File: src/rtl/imm_cls_pkg.sv
package imm_cls_pkg;
  typedef enum logic [1:0] {
    FORM_SHIFTED  = 2'd0,
    FORM_REP_EVEN = 2'd1,
    FORM_REP_ODD  = 2'd2,
    FORM_REP_ALL  = 2'd3
  } imm_form_e;
endpackage

File: src/rtl/imm_shift_detect.sv
// Finds the smallest left shift that places every set bit of the word
// inside an 8-bit window.
module imm_shift_detect #(
  parameter int WORD_W  = 32,
  parameter int BYTE_W  = 8,
  parameter int SHIFT_W = 5
) (
  input  logic [WORD_W-1:0]  word,
  output logic               hit,
  output logic [BYTE_W-1:0]  byte_val,
  output logic [SHIFT_W-1:0] shift_amt
);
  localparam int MAX_SHIFT = WORD_W - BYTE_W;
  localparam int NCAND     = MAX_SHIFT + 1;

  logic [NCAND-1:0] cand_hit;

  generate
    for (genvar s = 0; s < NCAND; s++) begin : g_cand
      localparam logic [WORD_W-1:0] WINDOW =
        {{(WORD_W-BYTE_W){1'b0}}, {BYTE_W{1'b1}}} << s;
      assign cand_hit[s] = ~|(word & ~WINDOW);
    end
  endgenerate

  function automatic logic [SHIFT_W-1:0] lowest_set(input logic [NCAND-1:0] v);
    logic [SHIFT_W-1:0] r;
    r = '0;
    for (int i = NCAND - 1; i >= 0; i--) begin
      if (v[i]) r = SHIFT_W'(i);
    end
    return r;
  endfunction

  always_comb begin
    hit       = |cand_hit;
    shift_amt = lowest_set(cand_hit);
    byte_val  = hit ? BYTE_W'(word >> shift_amt) : '0;
  end
endmodule

File: src/rtl/imm_repl_detect.sv
// Compares byte lanes against lanes 0 and 1 for the replicated patterns.
module imm_repl_detect #(
  parameter int WORD_W = 32,
  parameter int BYTE_W = 8
) (
  input  logic [WORD_W-1:0] word,
  output logic              even_hit,
  output logic              odd_hit,
  output logic              all_hit,
  output logic [BYTE_W-1:0] lo_byte,
  output logic [BYTE_W-1:0] hi_byte
);
  localparam int LANES = WORD_W / BYTE_W;

  logic [BYTE_W-1:0] lane [LANES];
  logic [LANES-1:0]  even_ok;
  logic [LANES-1:0]  odd_ok;
  logic [LANES-1:0]  same_ok;

  generate
    for (genvar k = 0; k < LANES; k++) begin : g_lane
      assign lane[k]    = word[k*BYTE_W +: BYTE_W];
      assign same_ok[k] = (lane[k] == lane[0]);
      if (k % 2 == 0) begin : g_even
        assign even_ok[k] = (lane[k] == lane[0]);
        assign odd_ok[k]  = ~|lane[k];
      end else begin : g_odd
        assign even_ok[k] = ~|lane[k];
        assign odd_ok[k]  = (lane[k] == lane[1]);
      end
    end
  endgenerate

  always_comb begin
    lo_byte  = lane[0];
    hi_byte  = lane[1];
    even_hit = (&even_ok) && (|lane[0]);
    odd_hit  = (&odd_ok) && (|lane[1]);
    all_hit  = &same_ok;
  end
endmodule

File: src/rtl/imm_form_select.sv
// Priority selection between detectors and carry side effect derivation.
module imm_form_select
  import imm_cls_pkg::*;
#(
  parameter int BYTE_W  = 8,
  parameter int SHIFT_W = 5
) (
  input  logic               shift_hit,
  input  logic [BYTE_W-1:0]  shift_byte,
  input  logic [SHIFT_W-1:0] shift_amt,
  input  logic               even_hit,
  input  logic               odd_hit,
  input  logic               all_hit,
  input  logic [BYTE_W-1:0]  lo_byte,
  input  logic [BYTE_W-1:0]  hi_byte,
  input  logic               word_msb,
  input  logic               above_byte,
  output logic               valid,
  output imm_form_e          form,
  output logic [BYTE_W-1:0]  byte_out,
  output logic [SHIFT_W-1:0] shift_out,
  output logic               carry_touch,
  output logic               carry_bit
);
  function automatic logic needs_carry(input logic shifted, input logic big);
    return shifted && big;
  endfunction

  always_comb begin
    valid     = 1'b1;
    form      = FORM_SHIFTED;
    byte_out  = '0;
    shift_out = '0;
    if (shift_hit) begin
      byte_out  = shift_byte;
      shift_out = shift_amt;
    end else if (even_hit) begin
      form     = FORM_REP_EVEN;
      byte_out = lo_byte;
    end else if (odd_hit) begin
      form     = FORM_REP_ODD;
      byte_out = hi_byte;
    end else if (all_hit) begin
      form     = FORM_REP_ALL;
      byte_out = lo_byte;
    end else begin
      valid = 1'b0;
    end
    carry_touch = needs_carry(shift_hit, above_byte);
    carry_bit   = carry_touch && word_msb;
  end
endmodule

File: src/rtl/imm_classifier.sv
module imm_classifier
  import imm_cls_pkg::*;
#(
  parameter int WORD_W  = 32,
  parameter int BYTE_W  = 8,
  parameter int SHIFT_W = $clog2(WORD_W - BYTE_W + 1)
) (
  input  logic [WORD_W-1:0]  cand_word,
  output logic               imm_valid,
  output logic [1:0]         imm_form,
  output logic [BYTE_W-1:0]  imm_byte,
  output logic [SHIFT_W-1:0] imm_shift,
  output logic               carry_touch,
  output logic               carry_bit
);
  logic               shift_hit;
  logic [BYTE_W-1:0]  shift_byte;
  logic [SHIFT_W-1:0] shift_amt;
  logic               rep_even_hit;
  logic               rep_odd_hit;
  logic               rep_all_hit;
  logic [BYTE_W-1:0]  rep_lo_byte;
  logic [BYTE_W-1:0]  rep_hi_byte;
  logic               above_byte;
  imm_form_e          form_sel;

  assign above_byte = |cand_word[WORD_W-1:BYTE_W];

  imm_shift_detect #(.WORD_W(WORD_W), .BYTE_W(BYTE_W), .SHIFT_W(SHIFT_W)) u_shift (
    .word      (cand_word),
    .hit       (shift_hit),
    .byte_val  (shift_byte),
    .shift_amt (shift_amt)
  );

  imm_repl_detect #(.WORD_W(WORD_W), .BYTE_W(BYTE_W)) u_repl (
    .word     (cand_word),
    .even_hit (rep_even_hit),
    .odd_hit  (rep_odd_hit),
    .all_hit  (rep_all_hit),
    .lo_byte  (rep_lo_byte),
    .hi_byte  (rep_hi_byte)
  );

  imm_form_select #(.BYTE_W(BYTE_W), .SHIFT_W(SHIFT_W)) u_sel (
    .shift_hit   (shift_hit),
    .shift_byte  (shift_byte),
    .shift_amt   (shift_amt),
    .even_hit    (rep_even_hit),
    .odd_hit     (rep_odd_hit),
    .all_hit     (rep_all_hit),
    .lo_byte     (rep_lo_byte),
    .hi_byte     (rep_hi_byte),
    .word_msb    (cand_word[WORD_W-1]),
    .above_byte  (above_byte),
    .valid       (imm_valid),
    .form        (form_sel),
    .byte_out    (imm_byte),
    .shift_out   (imm_shift),
    .carry_touch (carry_touch),
    .carry_bit   (carry_bit)
  );

  assign imm_form = form_sel;
endmodule

File: config.mk
export PLATFORM = sky130hd
export DESIGN_NAME = imm_classifier
export DESIGN_NICKNAME = d
export VERILOG_FILES = /design/src/rtl/imm_cls_pkg.sv /design/src/rtl/imm_shift_detect.sv /design/src/rtl/imm_repl_detect.sv /design/src/rtl/imm_form_select.sv /design/src/rtl/imm_classifier.sv
export SDC_FILE = /design/constraint.sdc
export NUM_CORES = 1
export LEC_CHECK = 0
export BUFFER_PORTS_ARGS = -buffer_cell sky130_fd_sc_hd__buf_2
export CAP_MARGIN = 20
export CORE_ASPECT_RATIO = 0.7
export CORE_MARGIN = 1
export CORE_UTILIZATION = 37
export DETAILED_ROUTE_END_ITERATION = 7
export GPL_TIMING_DRIVEN = 0
export PLACE_DENSITY_LB_ADDON = 0.12
export SETUP_SLACK_MARGIN = 0.4
export SYNTH_ARGS = -nofsm -noshare
export SYNTH_HDL_FRONTEND = slang
export SYNTH_SLANG_ARGS = --single-unit
export TNS_END_PERCENT = 1
File: constraint.sdc
create_clock -name vclk -period 4.9
set_input_delay 0.98 -clock vclk [all_inputs]
set_output_delay 0.98 -clock vclk [all_outputs]
set_load 0.03 [all_outputs]
==> metrics <==
run status=finished with violations; failing checks=DRC, setup timing; final wirelength=14900 um; placed insts=547; WS Path Type=primary input to primary output; ANT cells=0; DIE HEIGHT=73.9 um; # hold bufs at CTS=0; synth unique cells=67; number of port buffers=35; area grow syn2layout=42.6%; worst setup margin=-0.607 ns; Rows=25; fin nets=513; final worst path period share=112%; initial core utilization=39.3%; Hold Path Origin=cand_word[2]; most common cell after layout, fill and taps aside=nor2_1; RSZ-0062 raised after global routing=yes; die area=7740 um^2; Clk pwr share=0%; Post-Synthesis Cells=417; total number of vias=4157; Max VDD drop=0.0000493 V; # clk buffers=0; final hold vios=0; clock period minus worst slack=5.51 ns; Post-Layout Inst Area=3900 um^2; crit path from=cand_word[17]; Critical Path AT=4.53 ns; GRT Util Overall=37.8%; first-pass GRT wire length=22200 um; upper clock frequency limit=0.182 GHz; Pleak=1.37 nW; placed wire-length estimate=9910 um; critical path data required time=3.92 ns; crit end category=primary output; initial antenna violation count=0; Seq/Total Area, Yosys=0%; fill count=684; combinational share of power=100.0%; mean post-synth cell area=6.55 um^2; Synth Cell Area=2730 um^2; actual slew at the worst max-slew pin=0.868 ns; Ys Warns=0; Pint=59.5 uW; total grt overflow=0; Flop pwr share=0%; layout cells sized above 1=37.2%; cell taking the most area after synthesis=mux2i_1; largest cells by area after synthesis=mux2i_1 13%, nor2_1 5.5%, xnor2_1 4.8%; Yosys top cell area share=12.8%; TritonRoute pass-1 iters=8; Final Setup Violations=10; Max-cap violations=0; commonest cells after routing, fill and taps aside=39 x nor2_1, 37 x buf_4, 30 x buf_2, 27 x mux2i_1, 24 x nand2_1; largest net degree at the start of global routing=11; setup TNS=-4.75 ns; non-filler cells, final=573; Pwr Total=176 uW; Mapped Nets=449; Placer Congestion=1.00; register area=0 um^2; Worst slew margin=42.1%; Pwr Density=45.2 nW/um^2; Ports=50; Seq cells=0; WL per Instance=26.0 um; Die W=105 um; DRC=1; Worst Hold Class=primary input to primary output; net load switching power=117 uW; sw frac=66.2%; count of pins over their slew limit=0; area of the core=6940 um^2; DR vias/cell=7.25; drt initial violations=714; vias in the first global route=3789; Antenna Nets Post-Route=0; Area after DPL=3080 um^2; startpoint class of the critical path=primary input; maximum fanout along the worst path=10
==> logic make-up (layout without fill, tap and decap cells) <==
| family | count (synthesis) | in the layout | synth area share (%) |
|---|---|---|---|
| AND/OR/NAND/NOR | 178 | 178 | 35.0 |
| buffers and inverters | 57 | 119 | 10.6 |
| multiplexers | 45 | 45 | 16.9 |
| XOR/XNOR | 15 | 15 | 4.81 |
| AO/OA/AOI/OAI | 122 | 122 | 32.6 |
==> cell usage after synthesis, drive strengths merged, types with 8 or more instances <==
| cell type | count |
|---|---|
| a22oi | 8 |
| or3 | 13 |
| a211oi | 15 |
| clkbuf | 23 |
| xnor2 | 15 |
| nor2 | 40 |
| nor4 | 12 |
| a221oi | 8 |
| or4 | 15 |
| mux2 | 10 |
| a21oi | 17 |
| and3 | 11 |
| o21ai | 22 |
| nor3 | 18 |
| nand2 | 25 |
| nand3 | 17 |
| nand4 | 11 |
| mux2i | 35 |
| inv | 8 |
| buf | 25 |
==> metal layers <==
layer | track usage, % | part of all wire [%] | vias to the layer above
li1 | - | - | 1752
met1 | 50.9 | 39 | 1938
met2 | 55.2 | 40 | 405
met3 | 13.8 | 18 | 62
met4 | 12.7 | 3.1 | 0
met5 | 0 | 0 | -
==> timing repair <==
| item | 4_1_cts | 5_1_grt |
|---|---|---|
| setup buffers | 18 | 5 |
| cloned | 3 | 0 |
| pin swaps | 28 | 15 |
| resized for setup | 124 | 20 |
| endpoints found under the setup margin | 17 | 17 |
==> per-stage QoR <==
step                      setup WS, ns  hold WS [ns]  utilization [%]
final                           -0.607          2.51             56.1
after global placement           -1.86          2.59             44.3
after global routing            -0.682          2.52             56.1
after detailed placement         -1.37          2.58             44.3
after floorplan                 -0.398          2.27                -
after CTS                       -0.519          2.53             54.0
==> power by group through the flow <==
stage | clock network [mW] | registers (mW) | logic, mW
after global placement | 0 | 0 | 0.140
after floorplan | 0 | 0 | 0.0906
after CTS | 0 | 0 | 0.161
final | 0 | 0 | 0.176
after detailed placement | 0 | 0 | 0.139
after global routing | 0 | 0 | 0.183
==> final timing paths <==
check,endpoint,slack [ns],depth (start not counted)
worst max-delay path,imm_byte[0],-0.61,12
worst min-delay path,imm_byte[2],2.51,4
==> critical path: stages <==
cell      delay [ns]
clkbuf_1        0.60
nor4_4          0.17
nand2_2         0.29
nor3_4          0.08
buf_4           0.16
nor3_2          0.50
and4_2          0.44
a21boi_2        0.48
a221o_1         0.31
nor2_1          0.07
o32ai_2         0.24
buf_4           0.20
==> layout make-up <==
| class | instances | area (um^2) | area share (%) |
|---|---|---|---|
| buffer | 48 | 367 | 9.41 |
| inverter | 9 | 41.3 | 1.06 |
| multi-input combinational | 360 | 2920 | 74.9 |
| tap | 94 | 118 | 3.02 |
| timing repair buffer | 62 | 453 | 11.6 |
(Power assumes the default switching activity.)
